**config.mk**
```make
export PLATFORM = sky130hd
export DESIGN_NAME = hcm_mailbox
export DESIGN_NICKNAME = d
export VERILOG_FILES = /design/src/rtl/hcm_pkg.sv /design/src/rtl/hcm_addr_dec.sv /design/src/rtl/hcm_cmd_ctrl.sv /design/src/rtl/hcm_buf_bank.sv /design/src/rtl/hcm_mailbox.sv
export SDC_FILE = /design/constraint.sdc
export NUM_CORES = 1
export LEC_CHECK = 0
export BUFFER_PORTS_ARGS = -buffer_cell sky130_fd_sc_hd__buf_2
export CAP_MARGIN = 20
export CORE_ASPECT_RATIO = 1.4
export CORE_MARGIN = 8
export CORE_UTILIZATION = 52
export DETAILED_ROUTE_END_ITERATION = 10
export HOLD_SLACK_MARGIN = 0.06
export PLACE_DENSITY = 0.78
export SYNTH_ARGS = -nofsm -noshare
export SYNTH_HDL_FRONTEND = slang
export SYNTH_SLANG_ARGS = --single-unit
```
**constraint.sdc**
```tcl
create_clock -name clk -period 1.6 [get_ports clk]
set_input_delay 0 -clock clk [delete_from_list [all_inputs] [get_ports clk]]
set_output_delay 0 -clock clk [all_outputs]
set_load 0.005 [all_outputs]
```
**src/rtl/hcm_pkg.sv**
```systemverilog
package hcm_pkg;

    localparam int DATA_W  = 32;
    localparam int WB_BASE = 32;   // word index of the first write-buffer word (byte 0x80)

    // Typical command codes handled by the controller firmware
    localparam logic [7:0] CODE_WARM_RST  = 8'hF0;
    localparam logic [7:0] CODE_COLD_RST  = 8'hF1;
    localparam logic [7:0] CODE_SOFT_RST  = 8'hF2;
    localparam logic [7:0] CODE_COLD_BOOT = 8'hF3;
    localparam logic [7:0] CODE_FW_REV    = 8'hF4;
    localparam logic [7:0] CODE_WDT_THR   = 8'hF8;

    typedef struct packed {
        logic [7:0] rsv_hi;
        logic [7:0] size;
        logic [3:0] sub;
        logic [2:0] rsv_lo;
        logic       ioc;
        logic [7:0] code;
    } cmd_word_t;

    typedef struct packed {
        logic [7:0] rsv_hi;
        logic [7:0] err_code;
        logic [7:0] initiator;
        logic [3:0] cmd_id;
        logic [1:0] rsv_lo;
        logic       err;
        logic       busy;
    } stat_word_t;

    typedef enum logic [2:0] {
        RG_CMD,
        RG_STAT,
        RG_SPTR,
        RG_DPTR,
        RG_WBUF,
        RG_RBUF,
        RG_RSVD
    } region_e;

    function automatic logic [DATA_W-1:0] pack_status(
        input logic       busy,
        input logic       err,
        input logic [7:0] err_code,
        input logic [7:0] initiator,
        input logic [3:0] cmd_id
    );
        stat_word_t s;
        s.rsv_hi    = '0;
        s.err_code  = err_code;
        s.initiator = initiator;
        s.cmd_id    = cmd_id;
        s.rsv_lo    = '0;
        s.err       = err;
        s.busy      = busy;
        return s;
    endfunction

endpackage

```
**src/rtl/hcm_addr_dec.sv**
```systemverilog
module hcm_addr_dec
    import hcm_pkg::*;
#(
    parameter int ADDR_W = 8,
    parameter int NBUF   = 4,
    localparam int IDX_W = (NBUF > 1) ? $clog2(NBUF) : 1
) (
    input  logic [ADDR_W-1:0] addr_i,
    output region_e           region_o,
    output logic [IDX_W-1:0]  idx_o
);

    localparam int RB_BASE = WB_BASE + NBUF;

    int wi;

    always_comb begin
        region_o = RG_RSVD;
        idx_o    = '0;
        wi       = int'(addr_i[ADDR_W-1:2]);
        if (addr_i[1:0] == 2'b00) begin
            if (wi == 0) begin
                region_o = RG_CMD;
            end else if (wi == 1) begin
                region_o = RG_STAT;
            end else if (wi == 2) begin
                region_o = RG_SPTR;
            end else if (wi == 3) begin
                region_o = RG_DPTR;
            end else if (wi >= WB_BASE && wi < WB_BASE + NBUF) begin
                region_o = RG_WBUF;
                idx_o    = IDX_W'(wi - WB_BASE);
            end else if (wi >= RB_BASE && wi < RB_BASE + NBUF) begin
                region_o = RG_RBUF;
                idx_o    = IDX_W'(wi - RB_BASE);
            end
        end
    end

endmodule

```
**src/rtl/hcm_cmd_ctrl.sv**
```systemverilog
module hcm_cmd_ctrl
    import hcm_pkg::*;
(
    input  logic              clk,
    input  logic              rst,
    input  logic              cmd_wr_i,
    input  logic [DATA_W-1:0] wdata_i,
    input  logic              done_i,
    input  logic              done_err_i,
    input  logic [7:0]        done_code_i,
    output logic              busy_o,
    output logic              err_o,
    output logic [7:0]        err_code_o,
    output cmd_word_t         cmd_o,
    output logic              cmd_irq_o,
    output logic              done_irq_o,
    output logic              overrun_o,
    output logic              rbuf_load_o
);

    cmd_word_t  cmd_q;
    logic       busy_q;
    logic       err_q;
    logic [7:0] code_q;
    logic       cmd_irq_q;
    logic       done_irq_q;
    logic       ovr_q;
    logic       accept;
    logic       complete;

    assign accept   = cmd_wr_i && !busy_q;
    assign complete = done_i && busy_q;

    always_ff @(posedge clk) begin
        if (rst) begin
            cmd_q      <= '0;
            busy_q     <= 1'b0;
            err_q      <= 1'b0;
            code_q     <= '0;
            cmd_irq_q  <= 1'b0;
            done_irq_q <= 1'b0;
            ovr_q      <= 1'b0;
        end else begin
            cmd_irq_q  <= 1'b0;
            done_irq_q <= 1'b0;
            if (cmd_wr_i && busy_q) begin
                ovr_q <= 1'b1;
            end
            if (accept) begin
                cmd_q     <= cmd_word_t'(wdata_i);
                busy_q    <= 1'b1;
                err_q     <= 1'b0;
                code_q    <= '0;
                cmd_irq_q <= 1'b1;
            end
            if (complete) begin
                busy_q     <= 1'b0;
                err_q      <= done_err_i;
                code_q     <= done_code_i;
                done_irq_q <= cmd_q.ioc;
            end
        end
    end

    assign busy_o      = busy_q;
    assign err_o       = err_q;
    assign err_code_o  = code_q;
    assign cmd_o       = cmd_q;
    assign cmd_irq_o   = cmd_irq_q;
    assign done_irq_o  = done_irq_q;
    assign overrun_o   = ovr_q;
    assign rbuf_load_o = complete;

endmodule

```
**src/rtl/hcm_buf_bank.sv**
```systemverilog
module hcm_buf_bank
    import hcm_pkg::*;
#(
    parameter int NBUF   = 4,
    localparam int IDX_W = (NBUF > 1) ? $clog2(NBUF) : 1
) (
    input  logic                   clk,
    input  logic                   rst,
    input  logic                   we_i,
    input  region_e                region_i,
    input  logic [IDX_W-1:0]       idx_i,
    input  logic [DATA_W-1:0]      wdata_i,
    input  logic                   rbuf_load_i,
    input  logic [NBUF*DATA_W-1:0] rbuf_in_i,
    output logic [NBUF*DATA_W-1:0] wbuf_o,
    output logic [NBUF*DATA_W-1:0] rbuf_o,
    output logic [DATA_W-1:0]      sptr_o,
    output logic [DATA_W-1:0]      dptr_o
);

    logic [DATA_W-1:0] sptr_q;
    logic [DATA_W-1:0] dptr_q;

    always_ff @(posedge clk) begin
        if (rst) begin
            sptr_q <= '0;
            dptr_q <= '0;
        end else if (we_i) begin
            if (region_i == RG_SPTR) sptr_q <= wdata_i;
            if (region_i == RG_DPTR) dptr_q <= wdata_i;
        end
    end

    assign sptr_o = sptr_q;
    assign dptr_o = dptr_q;

    for (genvar k = 0; k < NBUF; k++) begin : g_word
        logic [DATA_W-1:0] wb_q;
        logic [DATA_W-1:0] rb_q;

        always_ff @(posedge clk) begin
            if (rst) begin
                wb_q <= '0;
            end else if (we_i && region_i == RG_WBUF && int'(idx_i) == k) begin
                wb_q <= wdata_i;
            end
        end

        always_ff @(posedge clk) begin
            if (rst) begin
                rb_q <= '0;
            end else if (rbuf_load_i) begin
                rb_q <= rbuf_in_i[k*DATA_W +: DATA_W];
            end
        end

        assign wbuf_o[k*DATA_W +: DATA_W] = wb_q;
        assign rbuf_o[k*DATA_W +: DATA_W] = rb_q;
    end

endmodule

```
**src/rtl/hcm_mailbox.sv**
```systemverilog
module hcm_mailbox
    import hcm_pkg::*;
#(
    parameter int         ADDR_W  = 8,
    parameter int         NBUF    = 4,
    parameter logic [7:0] INIT_ID = 8'hA5
) (
    input  logic                   clk,
    input  logic                   rst,
    input  logic [ADDR_W-1:0]      host_addr,
    input  logic                   host_we,
    input  logic [31:0]            host_wdata,
    output logic [31:0]            host_rdata,
    output logic                   host_done_irq,
    output logic                   ctl_cmd_irq,
    output logic [31:0]            ctl_cmd_word,
    output logic [NBUF*32-1:0]     ctl_wbuf_flat,
    output logic [31:0]            ctl_sptr,
    output logic [31:0]            ctl_dptr,
    output logic                   ctl_overrun,
    input  logic                   ctl_done,
    input  logic                   ctl_err,
    input  logic [7:0]             ctl_err_code,
    input  logic [NBUF*32-1:0]     ctl_rbuf_flat
);

    localparam int IDX_W = (NBUF > 1) ? $clog2(NBUF) : 1;

    region_e             region;
    logic [IDX_W-1:0]    idx;
    logic                busy_w;
    logic                err_w;
    logic [7:0]          code_w;
    cmd_word_t           cmd_w;
    logic                rbuf_load;
    logic [NBUF*32-1:0]  rbuf_w;

    hcm_addr_dec #(
        .ADDR_W (ADDR_W),
        .NBUF   (NBUF)
    ) u_dec (
        .addr_i   (host_addr),
        .region_o (region),
        .idx_o    (idx)
    );

    hcm_cmd_ctrl u_ctrl (
        .clk         (clk),
        .rst         (rst),
        .cmd_wr_i    (host_we && region == RG_CMD),
        .wdata_i     (host_wdata),
        .done_i      (ctl_done),
        .done_err_i  (ctl_err),
        .done_code_i (ctl_err_code),
        .busy_o      (busy_w),
        .err_o       (err_w),
        .err_code_o  (code_w),
        .cmd_o       (cmd_w),
        .cmd_irq_o   (ctl_cmd_irq),
        .done_irq_o  (host_done_irq),
        .overrun_o   (ctl_overrun),
        .rbuf_load_o (rbuf_load)
    );

    hcm_buf_bank #(
        .NBUF (NBUF)
    ) u_bank (
        .clk         (clk),
        .rst         (rst),
        .we_i        (host_we),
        .region_i    (region),
        .idx_i       (idx),
        .wdata_i     (host_wdata),
        .rbuf_load_i (rbuf_load),
        .rbuf_in_i   (ctl_rbuf_flat),
        .wbuf_o      (ctl_wbuf_flat),
        .rbuf_o      (rbuf_w),
        .sptr_o      (ctl_sptr),
        .dptr_o      (ctl_dptr)
    );

    assign ctl_cmd_word = cmd_w;

    always_comb begin
        unique case (region)
            RG_STAT: host_rdata = pack_status(busy_w, err_w, code_w, INIT_ID, cmd_w.sub);
            RG_SPTR: host_rdata = ctl_sptr;
            RG_DPTR: host_rdata = ctl_dptr;
            RG_WBUF: host_rdata = ctl_wbuf_flat[int'(idx)*32 +: 32];
            RG_RBUF: host_rdata = rbuf_w[int'(idx)*32 +: 32];
            default: host_rdata = '0;
        endcase
    end

endmodule

```
==> qor.yml, run 1 <==
yosys:
  ys_seq_area_frac: 0.4963
  ys.flop_type: "dfxtp_1"
  synth_mux_area_frac: 0.1677
  ys_warn_count: 0
  synth-adder-area-share: 0
  synth_nets: 1667
  ys_async_sr_fraction: 0
  syn_area_um2: 14720
  synth_top_family_by_area: "compound AO/OA/AOI/OAI gates"
  synthesis.instances: 1486
  synthXorXnorAreaFrac: 0
  yosysTopAreaCellShare: 0.4963
  yosysUniqueCellTypes: 36
  synth-simple-area-share: 0.1198
  synth_area_leaders: "dfxtp_1, mux2i_1, a22o_1"
  avgSynthCellArea_um2: 9.909
  ys_ff_latch: 365
  synth-edff-count: 0
  synth_area_leader_cell: "dfxtp_1"
  synth-compound-area-share: 0.1762
clock_network:
  clkSinkCount: 365
  cts_buffer_depth: 3
  htree_levels: 2
  clk_pin_slew_ns: 0.07
  cts_buffers: 36
  cts_tree: "built"
  clk_latency_ns: 0.54
  cts-root-buf: "clkbuf_16"
detailed_routing:
  ant_nets: 0
  drt-vias-per-instance: 6.208
  via_count: 15970
  drc_errors: 0
  wl_per_cell_um: 26.32
  drt-total-wl_um: 67720
  firstDrtPassIters: 6
  drt-initial-drc-count: 1780
power_and_ir_drop:
  intPower_uw: 14910
  p_total_uw: 19310
  p_clk_frac: 0.454
  ir_drop_mv: 0.6800
  p_leak_uw: 0.01058
  pwr-share-seq: 0.471
  p_sw_uw: 4401
  combPwrFrac: 0.075
  power.density_nw_per_um2: 880.4
  switching_share: 0.2280
finish:
  fin_util: 0.7795
  area_growth_pct: 48.93
  final_nets: 2351
  layout_common_cells: "buf_2, dfxtp_1, nand2_1"
  drive_above_1_share: 0.4095
  final_common_cell: "buf_2"
floorplanning:
  fp.dieH_um: 215.1
  core_um2: 28130
  start_util: 0.5234
  ioPinCount: 440
  die_w_um: 158.2
  rows: 73
  dieArea_um2: 34030
timing:
  rsz0062_at_grt: "yes"
  finalHoldViolCount: 0
  finalCritPeriodShare: 1.209
  final.setup.tns_ns: -5.408
  relSlewSlack: 0.6401
  min_period_ns: 1.934
  tightest_slew_ns: 0.5399
  fin_worst_skew_ns: 0.02423
  report.final.slew_viol_count: 0
  setup_viol: 33
  max_freq_ghz: 0.5170
  hold-worst-slack_ns: 0.2104
  setup_ws_ns: -0.3342
critical_path:
  arrival_ns: 1.93
  startpoint_type: "flip-flop"
  reg2regPathDepth: 6
  ff2ff_setup_slack_ns: -0.04
  crit_path_end_kind: "primary output"
  crit_start: "u_bank.g_word[3].wb_q[6]"
  crit_type: "flip-flop to primary output"
  worstPathRequired_ns: 1.60
  r2r-start: "u_ctrl.busy_o"
  crit_fanout: 2
  reg2reg_to: "u_bank.g_word[1].rb_q[11]"
grt:
  grt_max_degree: 70
  gr-total-overflow: 0
  grt_pass1_vias: 16360
  antenna_found_initial: 5
  grt_usage: 0.3739
  grt_pass1_wl_um: 97660
worst_hold_path:
  min_from: "ctl_rbuf_flat[11]"
  hold_depth: 3
  hp-class: "input port to flip-flop"
  min_to: "u_bank.g_word[0].rb_q[11]"
placed_design:
  port_buffers: 439
  gp_congestion: 0.9418
  dp_hpwl_um: 41500
run:
  cap_violations: 0
status:
  failed_checks: "negative setup slack"
  status: "complete, but fails checks"
## logic make-up (layout without fill, tap and decap cells)
kind of cell	count (synthesis)	after routing
AO/OA/AOI/OAI	353	353
buffers and inverters	133	840
flip-flops	365	365
multiplexers	207	207
other	0	5
AND/OR/NAND/NOR	428	428
## worst max-delay path: stages (launching register included)
cell     delay, ns
dfxtp_2       0.33
mux4_2        0.51
a22oi_2       0.22
buf_4         0.17
o21ai_2       0.05
buf_2         0.14
## stage by stage
stage | cell area, um^2 | setup slack [ns] | cells
6_report | 21930 | -0.3342 | 2573
2_1_floorplan | 14720 | 0.2442 | 1486
5_1_grt | 21920 | -0.5952 | 2571
4_1_cts | 21760 | -0.2837 | 2563
3_3_place_gp | 17960 | -0.006880 | 2264
3_5_place_dp | 17960 | -0.08214 | 2264
## routing by layer
layer / track usage / share of wire / vias up
met5: 0 / 0 / -
met2: 0.5928 / 0.46 / 1312
li1: - / - / 6708
met4: 0.2472 / 0.072 / 0
met1: 0.4259 / 0.35 / 7599
met3: 0.1139 / 0.12 / 355
## final cells by class
type / count / area, um^2
timing repair buffer: 779 / 5562
clock inverter: 7 / 115.1
antenna: 5 / 12.51
fill: 1685 / 6203
tap: 375 / 469.2
clock buffer: 54 / 1080
multi-input combinational: 988 / 7229
sequential: 365 / 7461
## cells in the mapped netlist, types with 4 or more instances
cell type    n
a21oi_1     97
a22o_1     146
a22oi_1     28
a2bb2oi_1    5
a32o_1       9
a32oi_1      7
and2_1       4
and3_1       5
buf_1        6
buf_2       48
buf_4        8
clkbuf_1    71
dfxtp_1    365
mux2_2      28
mux2i_1    150
mux4_2      29
nand2_1    225
nand2b_1     6
nand4_1      6
nand4_2      4
nor2_1     161
nor2b_1      4
o211ai_1    17
o21ai_0     14
o22ai_1     14
o311ai_0     4
o311ai_1    10
## power groups by stage
stage | sequential (uW) | clock, uW | combinational (uW)
detailed placement | 9310 | 0 | 982
global route | 9080 | 9120 | 1500
finish | 9090 | 8770 | 1450
global placement | 9310 | 0 | 973
floorplan | 9300 | 0 | 384
CTS | 9090 | 8770 | 1350
## how the worst max path moves through the flow
stage                                end  slack, ns  cells past startpoint
4_1_cts                   host_rdata[20]      -0.28                      5
6_report                   host_rdata[6]      -0.33                      5
3_3_place_gp            u_bank.sptr_o[3]     -0.007                      8
3_5_place_dp           u_bank.sptr_o[19]      -0.08                      8
5_1_grt                    host_rdata[9]      -0.60                      8
2_1_floorplan  u_bank.g_word[1].rb_q[10]       0.24                      5
## state kept, by name, summed over array words and instances, names as in the netlist
register / flops
u_ctrl.err_o: 1
u_ctrl.overrun_o: 1
u_bank.g_word.wb_q: 128
u_ctrl.done_irq_o: 1
u_bank.g_word.rb_q: 128
u_ctrl.err_code_o: 8
u_bank.sptr_o: 32
u_ctrl.busy_o: 1
u_ctrl.cmd_irq_o: 1
u_ctrl.cmd_o: 32
u_bank.dptr_o: 32
## repair_timing
action                                  in CTS  in global routing
hold buffers                               172                  0
buffers inserted                            67                  5
resized for setup                          171                 32
pin swaps                                   46                 15
endpoints found under the hold margin      364                  0
endpoints found under the setup margin      32                 32
gates cloned                                 0                  0
Power figures use the tool's default switching activity.
==> run 2, diff against run 1 <==
--- a/config.mk
+++ b/config.mk
@@ -13,6 +13,8 @@
 export DETAILED_ROUTE_END_ITERATION = 10
 export HOLD_SLACK_MARGIN = 0.06
 export PLACE_DENSITY = 0.78
+export RECOVER_POWER = 50
+export SLEW_MARGIN = 5
 export SYNTH_ARGS = -nofsm -noshare
 export SYNTH_HDL_FRONTEND = slang
 export SYNTH_SLANG_ARGS = --single-unit
==> qor.yml, run 2 (synthesis results as in run 1) <==
status:
  status: "complete, but fails checks"  # unchanged
  failed_checks: "negative setup slack"  # unchanged
detailed_routing:
  drc_errors: 0  # unchanged
  firstDrtPassIters: 6  # unchanged
  drt-total-wl_um: 67750  # was 67,720 um
  via_count: 16100  # was 15,970
  wl_per_cell_um: 26.33  # was 26.32 um
  drt-initial-drc-count: 1755  # was 1,780
  drt-vias-per-instance: 6.259  # was 6.208
  ant_nets: 0  # unchanged
grt:
  antenna_found_initial: 5  # unchanged
  grt_pass1_vias: 16360  # unchanged
  grt_pass1_wl_um: 97660  # unchanged
  grt_max_degree: 70  # unchanged
  gr-total-overflow: 0  # unchanged
  use_met3: 0.1139  # unchanged
  use_met1: 0.4259  # unchanged
  grt.busiest_layer: "met2"  # unchanged
  grt_use_met2: 0.5928  # unchanged
  grt_usage: 0.3739  # unchanged
timing:
  hold-worst-slack_ns: 0.2076  # was 0.2104 ns
  finalHoldViolCount: 0  # unchanged
  report.final.slew_viol_count: 0  # unchanged
  setup_viol: 144  # was 33
  relSlewSlack: 0.6103  # was 0.6401
  fin_worst_skew_ns: 0.01895  # was 0.02423 ns
  rsz0062_at_grt: "yes"  # unchanged
  tightest_slew_ns: 0.5845  # was 0.5399 ns
  final.setup.tns_ns: -20.14  # was -5.408 ns
  max_freq_ghz: 0.5016  # was 0.5170 GHz
  min_period_ns: 1.994  # was 1.934 ns
  setup_ws_ns: -0.3937  # was -0.3342 ns
  finalCritPeriodShare: 1.246  # was 1.209
clock_network:
  htree_levels: 2  # unchanged
  clk_pin_slew_ns: 0.07  # about the same
  cts_buffer_depth: 3  # unchanged
  cts_tree: "built"  # unchanged
  cts_buffers: 36  # unchanged
  clk_latency_ns: 0.54  # about the same
  cts-root-buf: "clkbuf_16"  # unchanged
  clkSinkCount: 365  # unchanged
placed_design:
  gp_congestion: 0.9418  # unchanged
  dpl_cell_area_um2: 17960  # unchanged
  dp_hpwl_um: 41500  # unchanged
  port_buffers: 439  # unchanged
  placed_cells: 2264  # unchanged
finish:
  final_common_cell: "dfxtp_1"  # was buf_2
  final_area_um2: 21550  # was 21,930 um^2
  multiInputGateArea_um2: 7199  # was 7229 um^2
  reg_top3: "u_bank.g_word.rb_q x128, u_bank.g_word.wb_q x128"  # unchanged
  ff_latch_area_um2: 7338  # was 7461 um^2
  drive_above_1_share: 0.3137  # was 0.4095
  layout_common_cells: "dfxtp_1, buf_2, nand2_1"  # was buf_2, dfxtp_1, nand2_1
  final_nets: 2351  # unchanged
  layout.cells.non_filler: 2573  # unchanged
  area_growth_pct: 46.36  # was 48.93%
  nFillCells: 1858  # was 1,685
critical_path:
  arrival_ns: 2.41  # was 1.93 ns
  worstPathRequired_ns: 2.02  # was 1.60 ns
  crit_chain: "buf_4 -> nand2_1 -> nor2_4 -> clkbuf_2 -> buf_12 -> a22o_1"  # was mux4_2 -> a22oi_2 -> buf_4 -> o21ai_2 -> buf_2
  path_buf_inv: 3  # was 2
  cpPeakStageDelay_ns: 0.48  # was 0.51 ns
  crit_path_top_delay_cell: "clkbuf_2"  # was mux4_2
  crit_type: "flip-flop to flip-flop"  # was flip-flop to primary output
  crit_fanout: 46  # was 2
  startpoint_type: "flip-flop"  # unchanged
  critPathTopFamily: "buffers and inverters"  # was multiplexers
  crit_path_end_kind: "flip-flop"  # was primary output
power_and_ir_drop:
  power.density_nw_per_um2: 895.3  # was 880.4 nW/um^2
  ir_drop_mv: 0.6932  # was 0.6800 mV
  p_leak_uw: 0.009958  # was 0.01058 uW
worst_hold_path:
  hp-class: "input port to flip-flop"  # unchanged
floorplanning:
  die_w_um: 158.2  # unchanged
  rows: 73  # unchanged
  fp.dieH_um: 215.1  # unchanged
  start_util: 0.5234  # unchanged
  ioPinCount: 440  # unchanged
  dieArea_um2: 34030  # unchanged
  core_um2: 28130  # unchanged
run:
  cap_violations: 0  # unchanged
## run 2: changes by cell type in the layout (fill, tap and decap cells not counted), sizes merged
cell / previous run / this run
clkbuf: 54 / 180
buf: 607 / 481
## run 2: final cells by class
type	count	share of cell area
tap	375	0.02177
clock inverter	7	0.005341
antenna	5	0.0005806
multi-input combinational	988	0.3341
sequential	365	0.3405
clock buffer	54	0.05010
timing repair buffer	779	0.2476
## run 2: path summary, 6_finish.rpt
check	startpoint	cells after the start	to	slack, ns
hold / removal	host_addr[7]	6	u_ctrl.err_o	0.21
hold reg to reg	u_ctrl.cmd_o[3]	2	u_ctrl.cmd_o[3]	0.45
setup / recovery	u_ctrl.busy_o	6	u_bank.g_word[1].rb_q[11]	-0.39
setup reg to reg	u_ctrl.busy_o	6	u_bank.g_word[1].rb_q[11]	-0.39
## run 2: timing repair
item,CTS,global route
setup buffers,67,5
gates resized for setup,171,32
pin swaps,46,15
endpoints found under the hold margin,364,0
hold buffers,172,0
endpoints found under the setup margin,32,32
## run 2: through the flow
stage	util	setup slack (ns)	power (uW)
final	0.7661	-0.3937	19290
after global routing	0.7659	-0.5952	19700
after CTS	0.7737	-0.2837	19210
after detailed placement	0.6386	-0.08214	10290
after global placement	0.6386	-0.006880	10280
after floorplan	-	0.2442	9688
## run 2: tightest hold or removal path: stages
cell,delay (ns)
buf_2,0.08
nor2_1,0.07
buf_4,0.15
nand4_1,0.12
buf_4,0.13
a32o_1,0.15
## run 2: routing by layer
layer,share of wire,vias to the layer above
li1,-,6711
met1,0.35,7644
met2,0.46,1391
met3,0.12,358
met4,0.073,0
met5,0,-
## run 2: report_power, final
part | switching (uW) | internal [uW]
clock | 3610 | 5140
combinational | 758 | 686
sequential | 8.02 | 9090
